$ cat config.mk
export PLATFORM = sky130hd
export DESIGN_NAME = adc_ctrl_port
export DESIGN_NICKNAME = d
export VERILOG_FILES = /design/src/rtl/acp_pkg.sv /design/src/rtl/acp_pin_sync.sv /design/src/rtl/acp_rx_frame.sv /design/src/rtl/acp_tx_shift.sv /design/src/rtl/acp_ctrl_reg.sv /design/src/rtl/adc_ctrl_port.sv
export SDC_FILE = /design/constraint.sdc
export NUM_CORES = 1
export LEC_CHECK = 0
export BUFFER_PORTS_ARGS = -buffer_cell sky130_fd_sc_hd__buf_4
export CAP_MARGIN = 20
export CORE_ASPECT_RATIO = 0.5
export CORE_MARGIN = 3
export CORE_UTILIZATION = 50
export DETAILED_ROUTE_END_ITERATION = 8
export PLACE_DENSITY = 0.84
export SETUP_SLACK_MARGIN = 0.1
export SYNTH_ARGS = -nofsm -noshare
export SYNTH_HDL_FRONTEND = slang
export SYNTH_SLANG_ARGS = --single-unit
export TNS_END_PERCENT = 5
$ cat constraint.sdc
create_clock -name clk -period 1.63 [get_ports clk]
set_input_delay 0 -clock clk [delete_from_list [all_inputs] [get_ports clk]]
set_output_delay 0 -clock clk [all_outputs]
set_load 0.05 [all_outputs]
$ cat src/rtl/acp_pkg.sv
package acp_pkg;

   // Control fields in the order of received bits 14 down to 0
   typedef struct packed {
      logic       rpt;
      logic [7:0] chan;     // chan[7] is the first channel
      logic       temp;
      logic [1:0] spare;
      logic       ext_ref;
      logic       t_avg;
      logic       pd;
   } acp_ctrl_t;

   localparam int unsigned CTRL_BITS = $bits(acp_ctrl_t);
   localparam int unsigned CHAN_BITS = 8;
   localparam acp_ctrl_t   CTRL_RESET = '0;

   function automatic acp_ctrl_t acp_unpack(input logic [CTRL_BITS-1:0] bits);
      return acp_ctrl_t'(bits);
   endfunction

endpackage

$ cat src/rtl/acp_pin_sync.sv
module acp_pin_sync #(
   parameter int unsigned    W      = 1,
   parameter int unsigned    STAGES = 2,
   parameter logic [W-1:0]   INIT   = '0
) (
   input  logic         clk,
   input  logic         rst_n,
   input  logic [W-1:0] pin,
   output logic [W-1:0] level,
   output logic [W-1:0] rise,
   output logic [W-1:0] fall
);

   generate
      if (STAGES < 2) begin : g_bad_stages
         $error("acp_pin_sync needs at least two stages");
      end
      if (W < 1) begin : g_bad_width
         $error("acp_pin_sync needs a nonzero width");
      end
   endgenerate

   logic [W-1:0] chain [STAGES];
   logic [W-1:0] prev;

   always_ff @(posedge clk) begin
      if (!rst_n) begin
         for (int s = 0; s < STAGES; s++) chain[s] <= INIT;
         prev <= INIT;
      end else begin
         chain[0] <= pin;
         for (int s = 1; s < STAGES; s++) chain[s] <= chain[s-1];
         prev <= chain[STAGES-1];
      end
   end

   assign level = chain[STAGES-1];
   assign rise  = level & ~prev;
   assign fall  = ~level & prev;

endmodule

$ cat src/rtl/acp_rx_frame.sv
module acp_rx_frame #(
   parameter int unsigned FRAME_BITS = 16,
   localparam int unsigned CNT_W     = $clog2(FRAME_BITS + 1)
) (
   input  logic                  clk,
   input  logic                  rst_n,
   input  logic                  cs_act,
   input  logic                  cs_start,
   input  logic                  sclk_fall,
   input  logic                  din_bit,
   output logic [FRAME_BITS-1:0] word,
   output logic [CNT_W-1:0]      cnt,
   output logic                  full
);

   generate
      if (FRAME_BITS < 2) begin : g_bad_frame
         $error("acp_rx_frame needs a frame of at least two bits");
      end
   endgenerate

   localparam logic [CNT_W-1:0] CNT_MAX = CNT_W'(FRAME_BITS);

   assign full = (cnt == CNT_MAX);

   always_ff @(posedge clk) begin
      if (!rst_n) begin
         cnt  <= '0;
         word <= '0;
      end else if (cs_start) begin
         cnt  <= '0;
         word <= '0;
      end else if (cs_act && sclk_fall && !full) begin
         word <= {word[FRAME_BITS-2:0], din_bit};
         cnt  <= cnt + 1'b1;
      end
   end

   AST_CNT_CAPPED: assert property (@(posedge clk) disable iff (!rst_n)
      cnt <= CNT_MAX);
   AST_EXTRA_EDGE_IGNORED: assert property (@(posedge clk) disable iff (!rst_n)
      (full && sclk_fall && !cs_start) |=> $stable(word));

endmodule

$ cat src/rtl/acp_tx_shift.sv
module acp_tx_shift #(
   parameter int unsigned TAG_W      = 4,
   parameter int unsigned DATA_W     = 12,
   parameter int unsigned FRAME_BITS = 16,
   localparam int unsigned CNT_W     = $clog2(FRAME_BITS + 1)
) (
   input  logic              clk,
   input  logic              rst_n,
   input  logic              cs_act,
   input  logic              cs_start,
   input  logic              sclk_rise,
   input  logic [CNT_W-1:0]  cnt,
   input  logic [TAG_W-1:0]  tag,
   input  logic [DATA_W-1:0] data,
   output logic              dout,
   output logic              oe
);

   generate
      if (TAG_W + DATA_W != FRAME_BITS) begin : g_bad_split
         $error("acp_tx_shift: tag plus data must fill the frame");
      end
   endgenerate

   logic [FRAME_BITS-1:0] sh;

   always_ff @(posedge clk) begin
      if (!rst_n) begin
         sh <= '0;
      end else if (cs_start) begin
         sh <= {tag, data};
      end else if (cs_act && sclk_rise && (cnt != '0)) begin
         sh <= {sh[FRAME_BITS-2:0], 1'b0};
      end
   end

   assign oe   = cs_act;
   assign dout = cs_act & sh[FRAME_BITS-1];

   AST_TAG_MSB_FIRST: assert property (@(posedge clk) disable iff (!rst_n)
      $rose(cs_act) |=> (dout == $past(tag[TAG_W-1])));
   AST_DOUT_HELD: assert property (@(posedge clk) disable iff (!rst_n)
      (cs_act && $past(cs_act) && !$past(sclk_rise) && !$past(cs_start))
         |-> $stable(dout));

endmodule

$ cat src/rtl/acp_ctrl_reg.sv
module acp_ctrl_reg
   import acp_pkg::*;
#(
   parameter int unsigned FRAME_BITS = 16
) (
   input  logic                  clk,
   input  logic                  rst_n,
   input  logic                  cs_act,
   input  logic                  cs_end,
   input  logic                  full,
   input  logic [FRAME_BITS-1:0] word,
   output acp_ctrl_t             ctrl
);

   generate
      if (FRAME_BITS != CTRL_BITS + 1) begin : g_bad_layout
         $error("acp_ctrl_reg: frame must be one gate bit plus the fields");
      end
   endgenerate

   logic gate;
   logic commit;

   assign gate   = word[FRAME_BITS-1];
   assign commit = cs_end & full & gate;

   always_ff @(posedge clk) begin
      if (!rst_n) begin
         ctrl <= CTRL_RESET;
      end else if (commit) begin
         ctrl <= acp_unpack(word[FRAME_BITS-2:0]);
      end
   end

   AST_HOLD_IN_FRAME: assert property (@(posedge clk) disable iff (!rst_n)
      cs_act |=> $stable(ctrl));
   AST_GATE_LOW_KEEPS: assert property (@(posedge clk) disable iff (!rst_n)
      (cs_end && !word[FRAME_BITS-1]) |=> $stable(ctrl));
   AST_SHORT_FRAME_KEEPS: assert property (@(posedge clk) disable iff (!rst_n)
      (cs_end && !full) |=> $stable(ctrl));

endmodule

$ cat src/rtl/adc_ctrl_port.sv
module adc_ctrl_port
   import acp_pkg::*;
#(
   parameter int unsigned TAG_W       = 4,
   parameter int unsigned DATA_W      = 12,
   parameter int unsigned NUM_CH      = 8,
   parameter int unsigned SYNC_STAGES = 2,
   localparam int unsigned FRAME_BITS = TAG_W + DATA_W,
   localparam int unsigned CNT_W      = $clog2(FRAME_BITS + 1)
) (
   input  logic              clk,
   input  logic              rst_n,
   input  logic              cs_n,
   input  logic              sclk,
   input  logic              din,
   input  logic [TAG_W-1:0]  res_tag,
   input  logic [DATA_W-1:0] res_data,
   output logic              dout,
   output logic              dout_oe,
   output logic              rep_en,
   output logic [NUM_CH-1:0] ch_sel,
   output logic              temp_en,
   output logic              ext_ref_en,
   output logic              temp_avg_en,
   output logic              pwr_down
);

   generate
      if (NUM_CH != CHAN_BITS) begin : g_bad_chan
         $error("adc_ctrl_port: channel count must match the field layout");
      end
   endgenerate

   // Pin order inside the synchronizer: {cs_n, sclk, din}
   localparam int unsigned PIN_CS = 2;
   localparam int unsigned PIN_CK = 1;
   localparam int unsigned PIN_DI = 0;

   logic [2:0] pin_lvl, pin_rise, pin_fall;

   acp_pin_sync #(.W(3), .STAGES(SYNC_STAGES), .INIT(3'b110)) u_sync (
      .clk   (clk),
      .rst_n (rst_n),
      .pin   ({cs_n, sclk, din}),
      .level (pin_lvl),
      .rise  (pin_rise),
      .fall  (pin_fall)
   );

   logic cs_act, cs_start, cs_end;
   assign cs_act   = ~pin_lvl[PIN_CS];
   assign cs_start = pin_fall[PIN_CS];
   assign cs_end   = pin_rise[PIN_CS];

   logic [FRAME_BITS-1:0] rx_word;
   logic [CNT_W-1:0]      rx_cnt;
   logic                  rx_full;

   acp_rx_frame #(.FRAME_BITS(FRAME_BITS)) u_rx (
      .clk       (clk),
      .rst_n     (rst_n),
      .cs_act    (cs_act),
      .cs_start  (cs_start),
      .sclk_fall (pin_fall[PIN_CK]),
      .din_bit   (pin_lvl[PIN_DI]),
      .word      (rx_word),
      .cnt       (rx_cnt),
      .full      (rx_full)
   );

   acp_tx_shift #(.TAG_W(TAG_W), .DATA_W(DATA_W), .FRAME_BITS(FRAME_BITS)) u_tx (
      .clk       (clk),
      .rst_n     (rst_n),
      .cs_act    (cs_act),
      .cs_start  (cs_start),
      .sclk_rise (pin_rise[PIN_CK]),
      .cnt       (rx_cnt),
      .tag       (res_tag),
      .data      (res_data),
      .dout      (dout),
      .oe        (dout_oe)
   );

   acp_ctrl_t ctrl;

   acp_ctrl_reg #(.FRAME_BITS(FRAME_BITS)) u_reg (
      .clk    (clk),
      .rst_n  (rst_n),
      .cs_act (cs_act),
      .cs_end (cs_end),
      .full   (rx_full),
      .word   (rx_word),
      .ctrl   (ctrl)
   );

   assign rep_en      = ctrl.rpt;
   assign temp_en     = ctrl.temp;
   assign ext_ref_en  = ctrl.ext_ref;
   assign temp_avg_en = ctrl.t_avg;
   assign pwr_down    = ctrl.pd;

   // First channel sits at the highest channel bit of the word
   generate
      for (genvar i = 0; i < NUM_CH; i++) begin : g_chan
         assign ch_sel[i] = ctrl.chan[NUM_CH-1-i];
      end
   endgenerate

   AST_PD_CLEARS_ON_WRITE: assert property (@(posedge clk) disable iff (!rst_n)
      $fell(pwr_down) |-> $past(rx_full && rx_word[FRAME_BITS-1] && !rx_word[0]));
   AST_FIRST_CHAN_MAP: assert property (@(posedge clk) disable iff (!rst_n)
      $past(cs_end && rx_full && rx_word[FRAME_BITS-1])
         |-> (ch_sel[0] == $past(rx_word[FRAME_BITS-3])));

endmodule

==> results.yml <==
grt:
  antenna_found_initial: 0
  grt_use_met2_pct: 32.9
  global_route.peak_usage_layer: "met2"
  track_usage_pct: 19.2
  met3_usage_pct: 6.37
  overflow: 0
  use_met1_pct: 22.2
  grt_pass1_wl_mm: 9.08
  grt_pass1_vias: 2020
  grt_max_degree: 43
run_status:
  run_status: "completed"
flow_run:
  max-cap-violations: 0
power:
  powerDensity_mw_per_mm2: 970
  ir_drop_mv: 0.658
  leakage_nw: 1.16
critical_path:
  worstRegToRegCells: 4
  critical_path_class: "register to register"
  path_max_fanout: 7
  cp_data_arrival_time_ns: 1.74
  endpoint_kind: "register"
  critPathLaunchType: "register"
  required_ns: 1.88
min_path:
  hold_path_depth: 3
  hold_path_class: "input port to register"
logic_synthesis:
  synth_area_per_cell_um2: 8.84
  syn-num-nets: 303
  ys_types: 36
  syn_area_mm2: 0.00247
  syn_inst: 280
  ys_seq_area_share_pct: 46.9
  synth_top_cell_area_share_pct: 46.9
  synth-edff-count: 0
  synth_ff_type: "dfxtp_1"
  ys_ff_latch: 58
  synth-async-reset-ratio_pct: 0
  synth_top_cells_by_area: "dfxtp_1 (47%), o21ai_0 (9.5%), nand3_1 (6.7%)"
  yosys_warnings: 0
  synth_top_area_cell: "dfxtp_1"
layout:
  final_common_cell: "dfxtp_1"
  drive_gt1_share_pct: 28.0
  final_core_util_pct: 70.5
  area_growth_pct: 30.3
  final_nets: 347
  diodes: 0
  final_cell_mix: "dfxtp_1 (55), o21ai_0 (46), buf_4 (43)"
  fillCellCount: 342
routing:
  dr_total_vias: 2197
  drtAntennaViolNets: 0
  drc: 0
  avgViaCountPerCell: 5.56
  wl_per_cell_um: 13.9
  drtIter0Drc: 91
  drt-total-wl_mm: 5.48
  drtPass1Iterations: 4
floorplan:
  start_util_pct: 54.1
  dieHeight_um: 55.8
  core_area_mm2: 0.00457
  io_pins: 36
  row_count: 17
  dieWidth_um: 105
  dieArea_mm2: 0.00588
placement:
  hpwl_mm: 3.40
  gp_congestion: 0.780
  portBuffers: 35
cts:
  clk_latency_ns: 0.35
  cts_sinks: 58
  numCtsBuffers: 9
  htree_levels: 3
  clk_pin_slew_worst_paths_ns: 0.07
  cts-root-buf: "clkbuf_8"
  clk_path_buf_depth: 2
  cts_tree: "built"
timing:
  setup_tns_ns: 0
  finalHoldViolCount: 0
  maxSlewHeadroom_pct: 71.2
  slew_violations: 0
  finalCriticalPeriod_ns: 1.49
  worst_pin_slew_ns: 0.430
  final-setup-viol-count: 0
  skew_ns: 0.00846
  fmax_ghz: 0.672
  rsz0062_at_grt: "yes"
  period_share_pct: 91.3
## path summary, 6_finish.rpt
| path | from | to | slack, ns |
|---|---|---|---|
| setup / recovery | u_sync.chain[0][5] | u_tx.sh[4] | 0.14 |
| hold / removal | res_tag[0] | u_tx.sh[12] | 0.004 |
| setup reg to reg | u_sync.chain[0][5] | u_tx.sh[4] | 0.14 |
| hold reg to reg | u_sync.chain[0][2] | u_sync.chain[0][5] | 0.41 |
## critical path, cell delays in order, from the launching register on
cell and delay, ns:
dfxtp_1 0.36, or3b_4 0.40, or2_1 0.28, buf_6 0.16, a211oi_1 0.20
## metal layers
metal  up-vias  share of wire [%]
met1      1019                 46
li1       1114                  -
met4         0                1.6
met5         -                  0
met2        56                 48
met3         8                5.0
## power by group
group	internal (mW)	switching [mW]
combinational	0.0973	0.0868
sequential	1.45	0.0171
clock	0.872	0.611
## flip-flops by register name (all words and copies together) (netlist names)
register      flops
u_sync.chain      6
u_reg.ctrl       13
u_tx.sh          16
u_rx.word        16
u_rx.cnt          5
u_sync.prev       2
## layout make-up
| cell class | instances | area (um^2) | share of cell area (%) |
|---|---|---|---|
| tap | 66 | 82.6 | 2.56 |
| inverter | 5 | 18.8 | 0.582 |
| multi-input combinational | 190 | 1210 | 37.5 |
| clock buffer | 9 | 124 | 3.84 |
| clock inverter | 7 | 103 | 3.18 |
| timing repair buffer | 60 | 523 | 16.2 |
| sequential | 58 | 1160 | 36.1 |
## per-stage QoR
stage                     instance area (um^2)  setup slack (ns)  hold slack, ns  std cells  power [mW]
after global routing                      3230            0.0700         0.00927        395        3.25
after detailed placement                  2830            0.0693           0.188        368        1.65
after global placement                    2830             0.134           0.185        368        1.65
after CTS                                 3170             0.104         0.00176        394        3.16
final                                     3230             0.141         0.00358        395        3.13
after floorplan                           2480             0.101          0.0730        280        1.59
## cell usage after synthesis (3+ instances only)
master    instances
dfxtp_1          58
o21ai_0          47
nand3_1          33
clkbuf_1         21
a21oi_1          20
nor2_1           14
nor4_1           14
a21boi_0         13
a211oi_2         10
nand2b_1          6
inv_1             5
a211oi_1          4
nand2_1           3
nand3b_1          3
## repair_timing
action	in CTS	in global routing
gates resized for setup	3	19
buffers inserted	0	0
hold buffers	10	0
endpoints found under the hold margin	10	0
pin swaps	0	3
setup endpoints to repair	12	48
cloned	0	1
## kinds of logic (layout without fill, tap and decap cells)
kind of cell             Yosys count  after routing  synth area share, %
AND/OR/NAND/NOR                   88             88                 20.3
adder cells (fa/ha/maj)            2              2                 1.01
AO/OA/AOI/OAI                     98             98                 24.9
flip-flops                        58             58                 46.9
buffers and inverters             32             81                 6.02
multiplexers                       2              2                0.809
Note: power is estimated with default switching activity, not from simulation.
